===== src/rtl/evt_timer_pkg.sv =====
package evt_timer_pkg;
  localparam int unsigned OFF_CAP   = 'h000;
  localparam int unsigned OFF_GCTL  = 'h010;
  localparam int unsigned OFF_STAT  = 'h020;
  localparam int unsigned OFF_COUNT = 'h0F0;
  localparam int unsigned OFF_CHCTL = 'h100;
  localparam int unsigned OFF_CMP   = 'h108;
  localparam int unsigned OFF_ROUTE = 'h110;

  localparam int unsigned B_MSG_CAP = 15;
  localparam int unsigned B_MSG_EN  = 14;
  localparam int unsigned B_W64_CAP = 5;
  localparam int unsigned B_PER_CAP = 4;
  localparam int unsigned B_INT_EN  = 2;
  localparam int unsigned B_LEVEL   = 1;

  typedef struct packed {
    logic msg_en;
    logic int_en;
    logic level;
  } chan_ctl_t;
endpackage


===== src/rtl/evt_counter.sv =====
module evt_counter #(
  parameter int unsigned W = 64
) (
  input  logic         clk,
  input  logic         rst_n,
  input  logic         run,
  input  logic         load,
  input  logic [W-1:0] load_val,
  output logic [W-1:0] count
);
  always_ff @(posedge clk or negedge rst_n) begin
    if (!rst_n)     count <= '0;
    else if (load)  count <= load_val;
    else if (run)   count <= count + W'(1);
  end
endmodule


===== src/rtl/evt_channel.sv =====
module evt_channel import evt_timer_pkg::*; #(
  parameter int unsigned W  = 64,
  parameter int unsigned MW = 32
) (
  input  logic          clk,
  input  logic          rst_n,
  input  logic          run,
  input  logic [W-1:0]  count,
  input  logic [W-1:0]  cmp,
  input  chan_ctl_t     ctl,
  input  logic          clr,
  input  logic [MW-1:0] route_addr,
  input  logic [MW-1:0] route_data,
  input  logic          msg_ready,
  output logic          status,
  output logic          irq,
  output logic          msg_valid,
  output logic [MW-1:0] msg_addr,
  output logic [MW-1:0] msg_data
);
  logic hit, pulse_q, fire, slot_free;

  assign hit       = run && (count == cmp);
  assign fire      = hit && ctl.int_en && ctl.msg_en;
  assign slot_free = !msg_valid || msg_ready;

  always_ff @(posedge clk or negedge rst_n) begin
    if (!rst_n) begin
      status  <= 1'b0;
      pulse_q <= 1'b0;
    end else begin
      pulse_q <= hit;
      if (hit)      status <= 1'b1;
      else if (clr) status <= 1'b0;
    end
  end

  always_ff @(posedge clk or negedge rst_n) begin
    if (!rst_n) begin
      msg_valid <= 1'b0;
      msg_addr  <= '0;
      msg_data  <= '0;
    end else if (fire && slot_free) begin
      msg_valid <= 1'b1;
      msg_addr  <= route_addr;
      msg_data  <= route_data;
    end else if (msg_valid && msg_ready) begin
      msg_valid <= 1'b0;
    end
  end

  assign irq = ctl.int_en && !ctl.msg_en && (ctl.level ? status : pulse_q);
endmodule


===== src/rtl/evt_timer.sv =====
module evt_timer import evt_timer_pkg::*; #(
  parameter int unsigned ADDR_W    = 10,
  parameter logic [31:0] PERIOD_FS = 32'd10_000_000
) (
  input  logic              clk,
  input  logic              rst_n,
  input  logic              bus_en,
  input  logic              bus_we,
  input  logic [ADDR_W-1:0] bus_addr,
  input  logic [63:0]       bus_wdata,
  output logic [63:0]       bus_rdata,
  output logic              irq_out,
  input  logic              msg_ready,
  output logic              msg_valid,
  output logic [31:0]       msg_addr,
  output logic [31:0]       msg_data
);
  localparam int unsigned DW = 64;
  localparam int unsigned HW = DW / 2;

  logic          sel_cap, sel_gctl, sel_stat, sel_cnt, sel_chctl, sel_cmp, sel_route;
  logic          wr, rd;
  logic          gen_en;
  chan_ctl_t     ch_ctl;
  logic [DW-1:0] cmp_q, route_q, cnt_val, rd_mux;
  logic          cnt_wr, stat_clr, stat_q;

  always_comb begin
    sel_cap   = (bus_addr == ADDR_W'(OFF_CAP));
    sel_gctl  = (bus_addr == ADDR_W'(OFF_GCTL));
    sel_stat  = (bus_addr == ADDR_W'(OFF_STAT));
    sel_cnt   = (bus_addr == ADDR_W'(OFF_COUNT));
    sel_chctl = (bus_addr == ADDR_W'(OFF_CHCTL));
    sel_cmp   = (bus_addr == ADDR_W'(OFF_CMP));
    sel_route = (bus_addr == ADDR_W'(OFF_ROUTE));
  end

  assign wr       = bus_en && bus_we;
  assign rd       = bus_en && !bus_we;
  assign cnt_wr   = wr && sel_cnt;
  assign stat_clr = wr && sel_stat && bus_wdata[0];

  always_ff @(posedge clk or negedge rst_n) begin
    if (!rst_n) begin
      gen_en  <= 1'b0;
      ch_ctl  <= '0;
      cmp_q   <= '0;
      route_q <= '0;
    end else if (wr) begin
      if (sel_gctl)  gen_en  <= bus_wdata[0];
      if (sel_chctl) ch_ctl  <= '{msg_en: bus_wdata[B_MSG_EN],
                                  int_en: bus_wdata[B_INT_EN],
                                  level:  bus_wdata[B_LEVEL]};
      if (sel_cmp)   cmp_q   <= bus_wdata;
      if (sel_route) route_q <= bus_wdata;
    end
  end

  evt_counter #(.W(DW)) u_cnt (
    .clk(clk), .rst_n(rst_n), .run(gen_en), .load(cnt_wr),
    .load_val(bus_wdata), .count(cnt_val)
  );

  evt_channel #(.W(DW), .MW(HW)) u_ch (
    .clk(clk), .rst_n(rst_n), .run(gen_en), .count(cnt_val), .cmp(cmp_q),
    .ctl(ch_ctl), .clr(stat_clr),
    .route_addr(route_q[DW-1:HW]), .route_data(route_q[HW-1:0]),
    .msg_ready(msg_ready), .status(stat_q), .irq(irq_out),
    .msg_valid(msg_valid), .msg_addr(msg_addr), .msg_data(msg_data)
  );

  always_comb begin
    rd_mux = '0;
    if (sel_cap)   rd_mux = {PERIOD_FS, 32'd0};
    if (sel_gctl)  rd_mux[0] = gen_en;
    if (sel_stat)  rd_mux[0] = stat_q;
    if (sel_cnt)   rd_mux = cnt_val;
    if (sel_chctl) begin
      rd_mux[B_MSG_CAP] = 1'b1;
      rd_mux[B_W64_CAP] = 1'b1;
      rd_mux[B_PER_CAP] = 1'b0;
      rd_mux[B_MSG_EN]  = ch_ctl.msg_en;
      rd_mux[B_INT_EN]  = ch_ctl.int_en;
      rd_mux[B_LEVEL]   = ch_ctl.level;
    end
    if (sel_cmp)   rd_mux = cmp_q;
    if (sel_route) rd_mux = route_q;
  end

  always_ff @(posedge clk or negedge rst_n) begin
    if (!rst_n)  bus_rdata <= '0;
    else if (rd) bus_rdata <= rd_mux;
  end
endmodule


===== config.mk =====
export PLATFORM = sky130hd
export DESIGN_NAME = evt_timer
export DESIGN_NICKNAME = d
export VERILOG_FILES = /design/src/rtl/evt_timer_pkg.sv /design/src/rtl/evt_counter.sv /design/src/rtl/evt_channel.sv /design/src/rtl/evt_timer.sv
export SDC_FILE = /design/constraint.sdc
export NUM_CORES = 1
export LEC_CHECK = 0
export BUFFER_PORTS_ARGS = -buffer_cell sky130_fd_sc_hd__buf_4
export CAP_MARGIN = 20
export CORE_MARGIN = 4
export CORE_UTILIZATION = 33
export DETAILED_ROUTE_END_ITERATION = 10
export PLACE_DENSITY_LB_ADDON = 0.12
export RECOVER_POWER = 100
export SKIP_CTS_REPAIR_TIMING = 1
export SLEW_MARGIN = 40
export SYNTH_ARGS = -nofsm -noshare
export SYNTH_HDL_FRONTEND = slang
export SYNTH_SLANG_ARGS = --single-unit

===== constraint.sdc =====
create_clock -name clk -period 8.6 [get_ports clk]
set_clock_uncertainty 0.1 [all_clocks]
set_input_delay 2.15 -clock clk [delete_from_list [all_inputs] [get_ports clk]]
set_output_delay 2.15 -clock clk [all_outputs]
set_load 0.01 [all_outputs]

==> flow_summary.toml <==
[floorplan]
row_count = 78
initial_core_util_pct = 33.6
die-width_um = 224
die_area_um2 = 50000
fp.dieH_um = 224
ioPinCount = 209
core_area_um2 = 45700

[synthesis]
synth_area_per_cell_um2 = 11.0
synthesis.nets = 1476
ys_ff_latch = 327
yosysTopAreaCell = "dfrtp_1"
yosysWarnings = 0
synth-main-ff-cell = "dfrtp_1"
ys_top_cells_by_count = "dfrtp_1, mux2_2, o21ai_0"
synthDistinctLibCells = 49
synth_edf_count = 0
synth_area_leaders = "dfrtp_1, mux2_2, o21ai_0"
synthesis.instances = 1396
yosysMostFrequentCell = "dfrtp_1"
async_reset_ff_share_pct = 100
synth-seq-area-share_pct = 53.4
yosysTopAreaCellShare_pct = 53.4
netlist_area_um2 = 15300

[sta]
finalHoldViolations = 0
relSlewSlack_pct = -92.5
tightest_slew_ps = 2890
rsz0062_at_grt = "false"
finalMaxSlewViolations = 177
fin_tns_setup_ps = 0
finalCritPeriodShare_pct = 70.3
finalSetupViolations = 0
fin_crit_ps = 6050
max_freq_ghz = 0.165

[cts]
root_buffer = "clkbuf_16"
htreeDepth = 2
cts_tree = "yes"
cts_max_path_buffers = 3
numCtsBuffers = 40
clock_latency_ps = 550
clkTransAtPathRegs_ps = 60
clock-sinks = 327

[critical_path]
start_kind = "flip-flop"
crit_arrival_ps = 6360
r2r_cells = 7
crit_fanout = 40
worstSetupPathType = "reg2reg"
rrSetupSlack_ps = 2550
reg2reg_from = "u_cnt.count[4]"
cp-end-kind = "flip-flop"
critPathRequiredTime_ps = 8920
reg2reg_to = "u_ch.msg_addr[8]"

[worst_hold_path]
hold_end = "bus_rdata[15]"
hold_depth = 2
hp-class = "reg2reg"
min-delay-start = "bus_rdata[15]"

[final_layout]
diodes = 0
drive_above_1_share_pct = 22.5
nets = 1654
fillCellCount = 4562
fin_area_um2 = 18400
utilization_pct = 40.2
synthToLayoutAreaGrowth_pct = 19.8
final_cells = 2201

[global_route]
grt_usage_pct = 19.5
grt_antenna_before_repair = 0
grt_pass1_wl_um = 76100
grt_pass1_vias = 11800
grt.overflow.total = 0
grt_max_degree = 93

[placement]
place.gp.congestion = 0.852
dpl.cell_count = 2131
placed_area_um2 = 17600
dp_hpwl_um = 34100
io_buffers = 208

[routing]
viasPerCell = 5.30
route.detailed.drc = 0
totalWireLength_um = 49400
initialDrtViolationCount = 785
wl_per_cell_um = 22.4
vias = 11700
drtPass1Iterations = 4
drtAntennaViolNets = 0

[outcome]
outcome = "complete, but fails checks"
violations = "capacitance limit, slew limit"

[pwr]
power_leakage_uw = 0.00842
p_per_area_nw_per_um2 = 195
power_uw = 3580
irDropWorstVdd_mv = 0.108

[run]
drv_cap = 5
cells in the final DEF (no fill, tap or decap), types with 3 or more instances in the layout:
master       n
nand2b_1    11
xor2_1      67
nor4_1      23
nor2b_1      7
buf_6        4
inv_1       13
a221oi_1    54
dfrtp_1    327
mux2_1       6
nor3_1      16
xnor2_1     47
nand4_1     29
a21oi_1     79
mux2_2     186
nand3_1     32
nand2_1    112
buf_4       85
nor2_1      96
and4_1       5
and3_1      12
clkbuf_8     6
clkbuf_16   41
buf_16       3
o2111ai_1    5
clkinv_2    11
bufinv_16    4
and2_1       5
clkbuf_1   140
o21ai_0    128
a22oi_1      3
sequential cells by signal, indices dropped and copies added (netlist names):
| register | flops |
|---|---|
| cmp_q | 64 |
| u_ch.status | 1 |
| u_ch.msg_data | 32 |
| u_ch.msg_valid | 1 |
| u_ch.msg_addr | 32 |
| route_q | 64 |
| bus_rdata | 64 |
| ch_ctl | 3 |
| u_cnt.count | 64 |
| u_ch.pulse_q | 1 |
| gen_en | 1 |
cell type report:
class	count	area, um2	share of cell area (%)
inverter	13	48.8	0.266
clock inverter	18	200	1.09
sequential	327	8180	44.6
timing repair buffer	231	1320	7.21
clock buffer	51	1120	6.12
multi-input combinational	961	6730	36.7
tap	600	751	4.09
metal layers:
layer  up-vias  wire (um)  global-route usage [%]  share of wire, %
met5         -          0                       0                 0
met4         0        930                    4.91               1.9
met3        60       2150                    3.11               4.4
met2       264      22800                    30.7                46
met1      5981      23500                    28.3                48
li1       5360          -                       -                 -
stage by stage:
stage	hold WS, ps	setup WS [ps]
2_1_floorplan	376	4250
3_3_place_gp	366	2910
3_5_place_dp	373	3530
4_1_cts	387	4110
5_1_grt	403	2190
6_report	381	2550
worst max-delay path by stage:
stage	from	endpoint	slack, ps	cells past startpoint
6_report	u_cnt.count[4]	u_ch.msg_addr[8]	2550	7
5_1_grt	u_cnt.count[4]	u_ch.msg_addr[12]	2190	7
4_1_cts	bus_addr[1]	cmp_q[30]	4110	6
3_5_place_dp	bus_addr[1]	cmp_q[26]	3530	6
3_3_place_gp	bus_addr[1]	cmp_q[57]	2910	6
2_1_floorplan	bus_addr[1]	cmp_q[11]	4250	6
critical path, stage by stage, from the launching register on:
cell and delay (ps):
dfrtp_1 470, xnor2_1 430, nand4bb_1 140, or4b_2 610, nor4_1 340, and4bb_1 1190, clkbuf_1 2120, mux2_2 470
logic make-up (layout without fill, tap and decap cells):
family | count (synthesis) | count (layout) | synth area share (%)
AO/OA/AOI/OAI | 276 | 276 | 10.7
multiplexers | 194 | 194 | 14.2
flip-flops | 327 | 327 | 53.4
buffers and inverters | 108 | 313 | 2.95
AND/OR/NAND/NOR | 376 | 376 | 12.1
adder cells (fa/ha/maj) | 1 | 1 | 0.0816
XOR/XNOR | 114 | 114 | 6.51
report_power, final:
group	switching [uW]	internal [uW]
Clock	677	1040
Combinational	145	96.8
Sequential	52.2	1570
Power figures use the tool's default switching activity.
